$ cat config.mk
export PLATFORM = sky130hd
export DESIGN_NAME = dma_seq_chan
export DESIGN_NICKNAME = d
export VERILOG_FILES = /design/src/rtl/dma_seq_pkg.sv /design/src/rtl/dma_req_front.sv /design/src/rtl/dma_addr_step.sv /design/src/rtl/dma_chan_ctrl.sv /design/src/rtl/dma_seq_chan.sv
export SDC_FILE = /design/constraint.sdc
export NUM_CORES = 1
export LEC_CHECK = 0
export BUFFER_PORTS_ARGS = -buffer_cell sky130_fd_sc_hd__buf_2
export CORE_MARGIN = 10
export CORE_UTILIZATION = 30
export DETAILED_ROUTE_END_ITERATION = 10
export PLACE_DENSITY_LB_ADDON = 0.05
export SETUP_SLACK_MARGIN = 0.4
export SYNTH_ARGS = -nofsm -noshare
export SYNTH_HDL_FRONTEND = slang
export SYNTH_SLANG_ARGS = --single-unit
export TNS_END_PERCENT = 50
$ cat constraint.sdc
create_clock -name clk -period 4.15 [get_ports clk]
set_clock_uncertainty 0.15 [all_clocks]
set_input_delay 0.415 -clock clk [delete_from_list [all_inputs] [get_ports clk]]
set_output_delay 0.415 -clock clk [all_outputs]
set_load 0.005 [all_outputs]
$ cat src/rtl/dma_seq_pkg.sv
// Shared types for the synchronized DMA channel sequencer.
// Assumes 2-bit configuration codes, cast to these enums at the block edge.
package dma_seq_pkg;

    // Pacing mode; code 3 behaves like code 0
    typedef enum logic [1:0] {
        MODE_FREE  = 2'd0,
        MODE_SRC   = 2'd1,
        MODE_DST   = 2'd2,
        MODE_FREE3 = 2'd3
    } sync_mode_e;

    // Address step per word; code 3 behaves like code 0
    typedef enum logic [1:0] {
        STEP_HOLD  = 2'd0,
        STEP_UP    = 2'd1,
        STEP_DOWN  = 2'd2,
        STEP_HOLD3 = 2'd3
    } step_e;

    // Request source selection
    typedef enum logic [1:0] {
        SEL_PIN0  = 2'd0,
        SEL_PIN1  = 2'd1,
        SEL_TIMER = 2'd2,
        SEL_UART  = 2'd3
    } req_sel_e;

    // Channel sequencer states
    typedef enum logic [2:0] {
        ST_IDLE    = 3'd0,
        ST_WAIT    = 3'd1,
        ST_ARB     = 3'd2,
        ST_FETCH   = 3'd3,
        ST_DEPOSIT = 3'd4,
        ST_MASK    = 3'd5
    } chan_state_e;

endpackage

$ cat src/rtl/dma_req_front.sv
// Request front end: synchronizes the asynchronous external pins, latches
// the source selection when a run is loaded and presents one request level.
// Assumes timer and serial requests are already synchronous to clk.
module dma_req_front
    import dma_seq_pkg::*;
#(
    parameter int NPIN   = 2,
    parameter int STAGES = 2
) (
    input  logic            clk,
    input  logic            rst_n,
    input  logic            load,
    input  logic [1:0]      cfg_sel,
    input  logic [NPIN-1:0] ext_pin,
    input  logic            tmr_tick,
    input  logic            uart_req,
    output logic            req
);

    logic [NPIN-1:0] pin_sync;
    req_sel_e        sel_q;

    // One synchronizer chain per external pin
    for (genvar p = 0; p < NPIN; p++) begin : g_pin
        logic [STAGES-1:0] chain;

        // Shift the raw pin level through the flop chain
        always_ff @(posedge clk) begin
            if (!rst_n) chain <= '0;
            else        chain <= {chain[STAGES-2:0], ext_pin[p]};
        end

        assign pin_sync[p] = chain[STAGES-1];
    end

    // Capture the selected source when a run is accepted
    always_ff @(posedge clk) begin
        if (!rst_n)    sel_q <= SEL_PIN0;
        else if (load) sel_q <= req_sel_e'(cfg_sel);
    end

    // Pick the active request level
    always_comb begin
        unique case (sel_q)
            SEL_PIN0:  req = pin_sync[0];
            SEL_PIN1:  req = pin_sync[1];
            SEL_TIMER: req = tmr_tick;
            SEL_UART:  req = uart_req;
            default:   req = 1'b0;
        endcase
    end

endmodule

$ cat src/rtl/dma_addr_step.sv
// Address walker: loads a base address and, on each advance, steps it up,
// down or holds it as the step code says. Wraps at AW bits.
// Assumes load and adv are never both high.
module dma_addr_step
    import dma_seq_pkg::*;
#(
    parameter int AW = 16
) (
    input  logic          clk,
    input  logic          rst_n,
    input  logic          load,
    input  logic [AW-1:0] base,
    input  logic [1:0]    step_cfg,
    input  logic          adv,
    output logic [AW-1:0] addr
);

    step_e step_q;

    // Hold the base and step for the run, then walk
    always_ff @(posedge clk) begin
        if (!rst_n) begin
            addr   <= '0;
            step_q <= STEP_HOLD;
        end else if (load) begin
            addr   <= base;
            step_q <= step_e'(step_cfg);
        end else if (adv) begin
            unique case (step_q)
                STEP_UP:   addr <= addr + AW'(1);
                STEP_DOWN: addr <= addr - AW'(1);
                default:   addr <= addr;
            endcase
        end
    end


    up_step_chk: assert property (@(posedge clk) disable iff (!rst_n)
        (adv && !load && step_q == STEP_UP) |=> addr == $past(addr) + AW'(1));


    down_step_chk: assert property (@(posedge clk) disable iff (!rst_n)
        (adv && !load && step_q == STEP_DOWN) |=> addr == $past(addr) - AW'(1));

endmodule

$ cat src/rtl/dma_chan_ctrl.sv
// Channel sequencer: accepts a start, waits for pacing, acquires the bus,
// runs the fetch and deposit phases, counts words and masks the request
// after each deposit in destination-paced mode.
// Assumes bus_gnt stays high while bus_req is high once it has been given.
module dma_chan_ctrl
    import dma_seq_pkg::*;
#(
    parameter int DW       = 16,
    parameter int CW       = 16,
    parameter int MASK_CYC = 4
) (
    input  logic          clk,
    input  logic          rst_n,
    input  logic          start,
    input  logic [1:0]    cfg_mode,
    input  logic [CW-1:0] cfg_count,
    input  logic          req,
    input  logic          bus_gnt,
    input  logic [DW-1:0] bus_rdata,
    output logic          load,
    output logic          adv,
    output logic          bus_req,
    output logic          bus_rd,
    output logic          bus_wr,
    output logic [DW-1:0] bus_wdata,
    output logic          busy,
    output logic          done
);

    localparam int            MW        = $clog2(MASK_CYC + 1);
    localparam logic [MW-1:0] MASK_LAST = MW'(MASK_CYC - 1);

    chan_state_e   state;
    sync_mode_e    mode_q;
    logic [CW-1:0] cnt;
    logic [MW-1:0] mask_cnt;
    logic [DW-1:0] data_q;
    logic          done_q;
    logic          free_run;
    logic          last_word;

    // Unsynchronized runs ignore the request input
    assign free_run  = (mode_q == MODE_FREE) || (mode_q == MODE_FREE3);
    assign last_word = (cnt == CW'(1));
    assign load      = (state == ST_IDLE) && start;

    // Sequencer state, word count, mask window and data latch
    always_ff @(posedge clk) begin
        if (!rst_n) begin
            state    <= ST_IDLE;
            mode_q   <= MODE_FREE;
            cnt      <= '0;
            mask_cnt <= '0;
            data_q   <= '0;
            done_q   <= 1'b0;
        end else begin
            unique case (state)
                ST_IDLE: begin
                    if (start) begin
                        mode_q <= sync_mode_e'(cfg_mode);
                        cnt    <= cfg_count;
                        if (cfg_count == '0) begin
                            done_q <= 1'b1;
                        end else begin
                            done_q <= 1'b0;
                            state  <= ST_WAIT;
                        end
                    end
                end
                ST_WAIT: begin
                    if (free_run || req) state <= ST_ARB;
                end
                ST_ARB: begin
                    if (bus_gnt) state <= ST_FETCH;
                end
                ST_FETCH: begin
                    data_q <= bus_rdata;
                    state  <= ST_DEPOSIT;
                end
                ST_DEPOSIT: begin
                    cnt <= cnt - CW'(1);
                    if (last_word) begin
                        done_q <= 1'b1;
                        state  <= ST_IDLE;
                    end else if (mode_q == MODE_DST) begin
                        mask_cnt <= MASK_LAST;
                        state    <= ST_MASK;
                    end else begin
                        state <= ST_WAIT;
                    end
                end
                ST_MASK: begin
                    if (mask_cnt == '0) state <= ST_WAIT;
                    else                mask_cnt <= mask_cnt - MW'(1);
                end
                default: state <= ST_IDLE;
            endcase
        end
    end

    // Bus-side strobes decoded from the state
    always_comb begin
        bus_req = (state == ST_ARB) || (state == ST_FETCH) || (state == ST_DEPOSIT);
        bus_rd  = (state == ST_FETCH);
        bus_wr  = (state == ST_DEPOSIT);
        adv     = (state == ST_DEPOSIT);
        busy    = (state != ST_IDLE);
    end

    assign bus_wdata = data_q;
    assign done      = done_q;


    rd_then_wr_chk: assert property (@(posedge clk) disable iff (!rst_n)
        bus_rd |=> bus_wr);


    word_count_chk: assert property (@(posedge clk) disable iff (!rst_n)
        bus_wr |=> cnt == $past(cnt) - CW'(1));


    done_cause_chk: assert property (@(posedge clk) disable iff (!rst_n)
        $rose(done) |-> ($past(bus_wr) || $past(load)));


    mask_release_chk: assert property (@(posedge clk) disable iff (!rst_n)
        (bus_wr && mode_q == MODE_DST && !last_word) |=> !bus_req);

endmodule

$ cat src/rtl/dma_seq_chan.sv
// Top of the synchronized DMA channel: request front end, two address
// walkers and the sequencer. Fetch uses the source walker, deposit the
// destination walker.
// Assumes single-cycle bus accesses once the grant is held.
module dma_seq_chan
    import dma_seq_pkg::*;
#(
    parameter int AW       = 16,
    parameter int DW       = 16,
    parameter int CW       = 16,
    parameter int NPIN     = 2,
    parameter int STAGES   = 2,
    parameter int MASK_CYC = 4
) (
    input  logic            clk,
    input  logic            rst_n,
    input  logic            start,
    input  logic [1:0]      cfg_mode,
    input  logic [1:0]      cfg_req_sel,
    input  logic [1:0]      cfg_src_step,
    input  logic [1:0]      cfg_dst_step,
    input  logic [AW-1:0]   cfg_src_base,
    input  logic [AW-1:0]   cfg_dst_base,
    input  logic [CW-1:0]   cfg_count,
    input  logic [NPIN-1:0] ext_req,
    input  logic            tmr_tick,
    input  logic            uart_req,
    output logic            bus_req,
    input  logic            bus_gnt,
    output logic [AW-1:0]   bus_addr,
    output logic            bus_rd,
    output logic            bus_wr,
    input  logic [DW-1:0]   bus_rdata,
    output logic [DW-1:0]   bus_wdata,
    output logic            busy,
    output logic            done
);

    logic          load;
    logic          adv;
    logic          req;
    logic [AW-1:0] src_addr;
    logic [AW-1:0] dst_addr;

    dma_req_front #(.NPIN(NPIN), .STAGES(STAGES)) u_front (
        .clk      (clk),
        .rst_n    (rst_n),
        .load     (load),
        .cfg_sel  (cfg_req_sel),
        .ext_pin  (ext_req),
        .tmr_tick (tmr_tick),
        .uart_req (uart_req),
        .req      (req)
    );

    dma_addr_step #(.AW(AW)) u_src (
        .clk      (clk),
        .rst_n    (rst_n),
        .load     (load),
        .base     (cfg_src_base),
        .step_cfg (cfg_src_step),
        .adv      (adv),
        .addr     (src_addr)
    );

    dma_addr_step #(.AW(AW)) u_dst (
        .clk      (clk),
        .rst_n    (rst_n),
        .load     (load),
        .base     (cfg_dst_base),
        .step_cfg (cfg_dst_step),
        .adv      (adv),
        .addr     (dst_addr)
    );

    dma_chan_ctrl #(.DW(DW), .CW(CW), .MASK_CYC(MASK_CYC)) u_ctrl (
        .clk       (clk),
        .rst_n     (rst_n),
        .start     (start),
        .cfg_mode  (cfg_mode),
        .cfg_count (cfg_count),
        .req       (req),
        .bus_gnt   (bus_gnt),
        .bus_rdata (bus_rdata),
        .load      (load),
        .adv       (adv),
        .bus_req   (bus_req),
        .bus_rd    (bus_rd),
        .bus_wr    (bus_wr),
        .bus_wdata (bus_wdata),
        .busy      (busy),
        .done      (done)
    );

    // Deposit drives the destination address, every other cycle the source
    assign bus_addr = bus_wr ? dst_addr : src_addr;

endmodule

**After elaboration in Yosys (flattened, before gate mapping)**

Index checks and enable logic that the tools add are counted.
W data, S select, Z words.

- ROM bits: 0
- Bits in latches: 0
- Input port bits: 80
- Memories: 0
- RAM bits: 0
- Bits in registers: 83
- Output and inout bits: 37

- Multiply operators: 0
- Magnitude comparators: 0
- Equal/unequal tests: 24
- Shift-type cells: 0
- Add/sub/neg operators: 6
- Muxes and demuxes: 26
- Divide/modulo/power cells: 0
- Reduce and logical (&&, ||, !) cells: 23
- Bitwise gates (word level): 0

Operator list:

| cell | count |
|---|---|
| $mux W16 | 6 |
| $pmux W16 S2 | 3 |
| $sub A16 B1 Y16 const B | 3 |
| $add A16 B1 Y16 const B | 2 |
| $mux W3 | 10 |
| $pmux W3 S6 | 1 |
| $eq A16 B1 Y1 const B | 1 |
| $logic_not A16 Y1 | 1 |
| $eq A2 B2 Y1 const B | 6 |
| $ne A2 B2 Y1 const B | 5 |
| $reduce_bool A3 Y1 | 3 |
| $ne A2 B1 Y1 const B | 4 |
| $reduce_and A2 Y1 | 4 |
| $eq A2 B1 Y1 const B | 3 |
| $eq A3 B2 Y1 const B | 2 |
| $eq A3 B3 Y1 const B | 2 |
| $logic_not A3 Y1 | 2 |
| $pmux W3 S2 | 1 |
| $reduce_bool A2 Y1 | 3 |
| $reduce_and A5 Y1 | 1 |
| $logic_not A2 Y1 | 2 |
| $logic_or A1 B1 Y1 | 4 |
| $pmux W1 S4 | 1 |
| $reduce_and A4 Y1 | 1 |
| 6 further kinds | 8 |

**Longest topological paths before layout**

- Word-level depth: 5
- Gate-level depth with buffers: 16
- Gate-level depth less buffers: 11

**Cells and area by module**

From an unflattened synthesis, not the netlist that was laid out.

- Cells, all modules: 700
- Area, all modules: 5,574.1 µm²

By module, submodules not included:

| module | instances | area each (µm²) | cells an instance |
|---|---|---|---|
| dma_addr_step | 2 | 1,537.7 | 207 |
| dma_chan_ctrl | 1 | 2,049.5 | 253 |
| dma_seq_chan | 1 | 249.0 | 18 |
| dma_req_front | 1 | 200.2 | 15 |

**Worst setup path after synthesis**

Ideal clock, no wire load.

- Path kind: reg2reg
- Start point: register u_dst.step_q[0]
- End point: register u_dst.addr[10]
- Setup slack: 0.786 ns
- Period minus slack after synthesis: 3.364 ns
- Stages on the path, launching flop included: 17
- Data arrival time: 3.082 ns
- Buffers on the path: 5
- Cells stage by stage: dfxtp_1 -> inv_1 -> ha_1 -> buf_2 -> buf_2 -> buf_2 -> buf_2 -> buf_2 -> xor2_1 -> ha_1 -> or3_1 -> a21oi_1 -> o22ai_1 -> and2_1 -> o311ai_1 -> mux2i_1 -> a21oi_1

- Cells in the longest elaborated chain, start to end: 4
- Elaborated cells between the ends (all ways): 7

Ends and longest elaborated chain:

| element | line | RTL |
|---|---|---|
| start: declaration | dma_addr_step.sv:18 | `step_e step_q;` |
| start signal: assignment | dma_addr_step.sv:27 | `step_q <= step_e'(step_cfg);` |
| $eq A2 B2 Y1 or $eq A2 B1 Y1 (tied branches) | dma_addr_step.sv:29 | `unique case (step_q)` |
| $pmux W16 S2 | dma_addr_step.sv:29 |  |
| $mux W16 | dma_addr_step.sv:28 | `end else if (adv) begin` |
| $mux W16 | dma_addr_step.sv:25 | `end else if (load) begin` |
| end signal: assignment | dma_addr_step.sv:26 | `addr <= base;` |
| end signal: assignment | dma_addr_step.sv:30 | `STEP_UP: addr <= addr + AW'(1);` |
| end signal: assignment | dma_addr_step.sv:31 | `STEP_DOWN: addr <= addr - AW'(1);` |
| end: declaration | dma_addr_step.sv:15 | `output logic [AW-1:0] addr` |

Parallel ways exist; a longest one is shown, timed or not. The select of a mux whose other input is x is not followed.
A chain may end at the register's enable or synchronous reset.

**Final worst setup path**

- Start point: register u_src.step_q[1]
- End point: register u_src.addr[14]

- Cells in the longest elaborated chain, start to end: 4
- Elaborated cells between the ends (all ways): 7

Ends and longest elaborated chain:

| element | line |
|---|---|
| start: declaration | dma_addr_step.sv:18 |
| start signal: assignment | dma_addr_step.sv:27 |
| $eq A2 B2 Y1 or $eq A2 B1 Y1 (tied branches) | dma_addr_step.sv:29 |
| $pmux W16 S2 | dma_addr_step.sv:29 |
| $mux W16 | dma_addr_step.sv:28 |
| $mux W16 | dma_addr_step.sv:25 |
| end signal: assignment | dma_addr_step.sv:26 |
| end signal: assignment | dma_addr_step.sv:30 |
| end signal: assignment | dma_addr_step.sv:31 |
| end: declaration | dma_addr_step.sv:15 |

Parallel ways exist; a longest one is shown, timed or not. The select of a mux whose other input is x is not followed.

==> metrics.txt <==
# TYPE chip_impl_metric gauge
chip_impl_info{name="status",value="finished, final reports clean"} 1
chip_impl_metric{name="finalWorstPathRequiredPeriod",unit="ns"} 3.21
chip_impl_metric{name="post-route-period-util",unit=""} 0.774
chip_impl_metric{name="number_of_synthesized_register_bits",unit=""} 83
chip_impl_metric{name="power.net_switching",unit="W"} 0.00155
chip_impl_metric{name="grt_pass1_vias",unit=""} 6376
chip_impl_metric{name="vias",unit=""} 6409
chip_impl_metric{name="initial_utilization",unit=""} 0.306
chip_impl_metric{name="route.detailed.vias_per_inst",unit=""} 5.50
chip_impl_metric{name="post_synth_instance_area",unit="mm^2"} 0.00598
chip_impl_metric{name="chip_width",unit="um"} 161
chip_impl_metric{name="core_region_area",unit="mm^2"} 0.0195
chip_impl_metric{name="syn_avg_cell_area",unit="um^2"} 7.16
chip_impl_metric{name="filler_cell_count",unit=""} 2168
chip_impl_metric{name="yosys.area.top_type_share",unit=""} 0.278
chip_impl_metric{name="routed_length_per_placed_instance",unit="um"} 18.1
chip_impl_metric{name="clock_network_fraction_of_design_power",unit=""} 0.247
chip_impl_metric{name="gp_congestion",unit=""} 0.840
chip_impl_metric{name="post_cts_hold_buffer_count",unit=""} 0
chip_impl_metric{name="timing.max_cap.violations",unit=""} 0
chip_impl_info{name="tritoncts",value="yes"} 1
chip_impl_info{name="timing.setup.critical_path_class",value="register to register"} 1
chip_impl_metric{name="seqCellArea",unit="mm^2"} 0.00166
chip_impl_metric{name="antenna_violations_before_repair",unit=""} 3
chip_impl_metric{name="power.share.switching",unit=""} 0.438
chip_impl_info{name="synth_area_leaders",value="sky130_fd_sc_hd__dfxtp_1, sky130_fd_sc_hd__nand2_1, sky130_fd_sc_hd__a21oi_1, sky130_fd_sc_hd__nor2_1, sky130_fd_sc_hd__clkbuf_1"} 1
chip_impl_info{name="cp-end-kind",value="register"} 1
chip_impl_metric{name="slew_headroom",unit=""} 0.390
chip_impl_metric{name="synth_sequential_area_ratio",unit=""} 0.278
chip_impl_metric{name="first_pass_detailed_route_iteration_total",unit=""} 5
chip_impl_metric{name="post-cts-setup-buffers",unit=""} 0
chip_impl_metric{name="clkLatencyLatePin",unit="ns"} 0.36
chip_impl_metric{name="sequentialPowerShare",unit=""} 0.354
chip_impl_metric{name="synthArstFlopShare",unit=""} 0
chip_impl_metric{name="synth_warnings",unit=""} 0
chip_impl_metric{name="drive_above_1_share",unit=""} 0.172
chip_impl_metric{name="synthesis.nets",unit=""} 926
chip_impl_metric{name="area_of_the_multi_input_gates",unit="mm^2"} 0.00391
chip_impl_metric{name="final_core_util",unit=""} 0.356
chip_impl_info{name="netlist_top_cells_count",value="sky130_fd_sc_hd__nand2_1, sky130_fd_sc_hd__a21oi_1, sky130_fd_sc_hd__dfxtp_1"} 1
chip_impl_metric{name="setup_ws",unit="ns"} 0.939
chip_impl_info{name="crit_path_cells",value="ha_1 -> clkinv_1 -> a211o_1 -> o22ai_1 -> xnor2_1 -> a22oi_1 -> or3_1 -> a31oi_1"} 1
chip_impl_metric{name="setup_total_negative_slack",unit="ns"} 0
chip_impl_metric{name="synthDistinctLibCells",unit=""} 79
chip_impl_metric{name="grt_max_degree",unit=""} 65
chip_impl_info{name="cts_root_buffer",value="sky130_fd_sc_hd__clkbuf_16"} 1
chip_impl_metric{name="grt.total_usage",unit=""} 0.156
chip_impl_metric{name="post_cts_resize_count",unit=""} 0
chip_impl_metric{name="die_h",unit="um"} 161
chip_impl_metric{name="pre_cts_slack",unit="ns"} 0.992
chip_impl_metric{name="totalWireLength",unit="um"} 21100
chip_impl_metric{name="power_frac_comb",unit=""} 0.399
chip_impl_metric{name="worst-endpoint-arrival",unit="ns"} 3.35
chip_impl_info{name="synth.most_common_cell",value="sky130_fd_sc_hd__nand2_1"} 1
chip_impl_metric{name="hpwl",unit="um"} 14800
chip_impl_info{name="synth_ff_type",value="sky130_fd_sc_hd__dfxtp_1"} 1
chip_impl_info{name="synthDominantAreaCellType",value="sky130_fd_sc_hd__dfxtp_1"} 1
chip_impl_metric{name="final_antenna_diode_count",unit=""} 0
chip_impl_metric{name="worst-endpoint-required",unit="ns"} 4.28
chip_impl_metric{name="first_pass_grt_wire_length",unit="um"} 33900
chip_impl_metric{name="cts_num_sinks",unit=""} 83
chip_impl_metric{name="vdd.ir_drop.worst",unit="mV"} 0.253
chip_impl_metric{name="floorplan.die_area",unit="mm^2"} 0.0260
chip_impl_metric{name="cts_buffers",unit=""} 9
chip_impl_metric{name="timing_max_transition_violations_final",unit=""} 0
chip_impl_metric{name="worst_path_largest_cell_delay",unit="ns"} 0.78
chip_impl_metric{name="io_buffers",unit=""} 116
chip_impl_metric{name="count_of_h_tree_levels_built_during_cts",unit=""} 3
chip_impl_metric{name="setup_viol",unit=""} 0
chip_impl_metric{name="synth_edf_count",unit=""} 0
chip_impl_info{name="hold_path_class",value="primary input to register"} 1
chip_impl_metric{name="finalNetCount",unit=""} 986
chip_impl_metric{name="gr-total-overflow",unit=""} 0
chip_impl_metric{name="worst_pin_slew",unit="ns"} 0.915
chip_impl_metric{name="placed_area",unit="mm^2"} 0.00665
chip_impl_metric{name="worstPathMaxFanout",unit=""} 27
chip_impl_metric{name="top_level_ports",unit=""} 117
chip_impl_metric{name="ctsLongestPathBuffers",unit=""} 2
chip_impl_metric{name="placement_rows",unit=""} 51
chip_impl_info{name="timing.critical_path.from_type",value="register"} 1
chip_impl_metric{name="static-leakage-power",unit="nW"} 2.70
chip_impl_metric{name="finalInstanceArea",unit="mm^2"} 0.00695
chip_impl_info{name="grt_setup_unrepaired",value="false"} 1
chip_impl_metric{name="hold_viol_final",unit=""} 0
chip_impl_info{name="cp_slowest_cell",value="sky130_fd_sc_hd__ha_1"} 1
chip_impl_metric{name="internal_power",unit="W"} 0.00199
chip_impl_metric{name="synthToLayoutAreaGrowth",unit="%"} 16.3
chip_impl_metric{name="fmax",unit="MHz"} 311
chip_impl_metric{name="power-per-cell-area",unit="mW/mm^2"} 509
chip_impl_metric{name="clkSlewWorstSetupHoldPaths",unit="ns"} 0.07
chip_impl_metric{name="ant_nets",unit=""} 0
chip_impl_metric{name="postSynthCellCount",unit=""} 835
chip_impl_metric{name="drt_drc_violations_left",unit=""} 0
chip_impl_metric{name="drt_first_iter_violations",unit=""} 377
==> stage by stage <==
| stage | hold WS [ns] | std cells | power (W) |
|---|---|---|---|
| 4_1_cts | 0.0983 | 1165 | 0.00358 |
| 2_1_floorplan | 0.262 | 835 | 0.00224 |
| 6_report | 0.112 | 1165 | 0.00354 |
| 3_5_place_dp | 0.270 | 1149 | 0.00268 |
| 5_1_grt | 0.114 | 1165 | 0.00382 |
| 3_3_place_gp | 0.265 | 1149 | 0.00267 |
==> final cells by class <==
type / count / area share
inverter: 27 / 0.0146
multi-input combinational: 649 / 0.562
tap: 265 / 0.0477
clock inverter: 7 / 0.0113
clock buffer: 9 / 0.0324
sequential: 83 / 0.239
timing repair buffer: 125 / 0.0932
==> flip-flops by register name (all words and copies together) (netlist names) <==
| signal | count |
|---|---|
| u_ctrl.bus_wdata | 16 |
| u_ctrl.cnt | 16 |
| u_ctrl.done | 1 |
| u_ctrl.mask_cnt | 3 |
| u_ctrl.mode_q | 2 |
| u_ctrl.state | 3 |
| u_dst.addr | 16 |
| u_dst.step_q | 2 |
| u_front.g_pin.chain | 4 |
| u_front.sel_q | 2 |
| u_src.addr | 16 |
| u_src.step_q | 2 |
==> power groups by stage <==
stage               Sequential, W  Clock (W)  Combinational, W
floorplan                 0.00105          0           0.00119
global placement          0.00126          0           0.00140
detailed placement        0.00127          0           0.00141
CTS                       0.00125   0.000910           0.00142
global route              0.00129   0.000939           0.00159
finish                    0.00125   0.000876           0.00141
==> critical path, delay by kind of cell, from the launching register on <==
| family | cells | cell delay [ns] |
|---|---|---|
| buffers and inverters | 1 | 0.56 |
| AO/OA/AOI/OAI | 4 | 0.77 |
| adder cells (fa/ha/maj) | 1 | 0.78 |
| AND/OR/NAND/NOR | 1 | 0.37 |
| XOR/XNOR | 1 | 0.14 |
| flip-flops | 1 | 0.37 |
==> cell usage in the layout (no fill, tap or decap), drive strengths merged, types with 10 or more instances in the layout <==
cell,instances
nand2,126
buf,125
a21oi,87
dfxtp,83
nor2,69
o21ai,32
inv,31
nand3,26
a31oi,24
or3,19
a22oi,17
xnor2,16
nor3,16
nor4,13
o22ai,12
mux2i,11
ha,11
nor2b,10
o211ai,10
==> logic make-up (layout without fill, tap and decap cells) <==
| family | Yosys count | in the layout | synth area share |
|---|---|---|---|
| and+or+nand+nor | 336 | 336 | 0.277 |
| AOI/OAI and AO/OA | 267 | 267 | 0.296 |
| buffers and inverters | 103 | 168 | 0.0703 |
| DFF | 83 | 83 | 0.278 |
| xor gates and xnor gates | 23 | 23 | 0.0337 |
| muxes | 12 | 12 | 0.0222 |
| adders and majority gates | 11 | 11 | 0.0230 |
==> metal layers <==
metal / vias up / track usage / part of all wire
met4: 6 / 0.0314 / 0.0081
li1: 3175 / - / -
met3: 17 / 0.0519 / 0.069
met2: 175 / 0.248 / 0.45
met5: - / 0 / 0.0017
met1: 3036 / 0.201 / 0.47
==> worst paths after layout <==
| kind | start | to | slack, ns | depth (start not counted) |
|---|---|---|---|---|
| hold reg to reg | u_front.g_pin[1].chain[0] | u_front.g_pin[1].chain[1] | 0.29 | 1 |
| hold / removal | ext_req[0] | u_front.g_pin[0].chain[0] | 0.11 | 2 |
| setup / recovery | u_src.step_q[1] | u_src.addr[14] | 0.94 | 8 |
| setup reg to reg | u_src.step_q[1] | u_src.addr[14] | 0.94 | 8 |
Note: power is estimated with default switching activity, not from simulation.
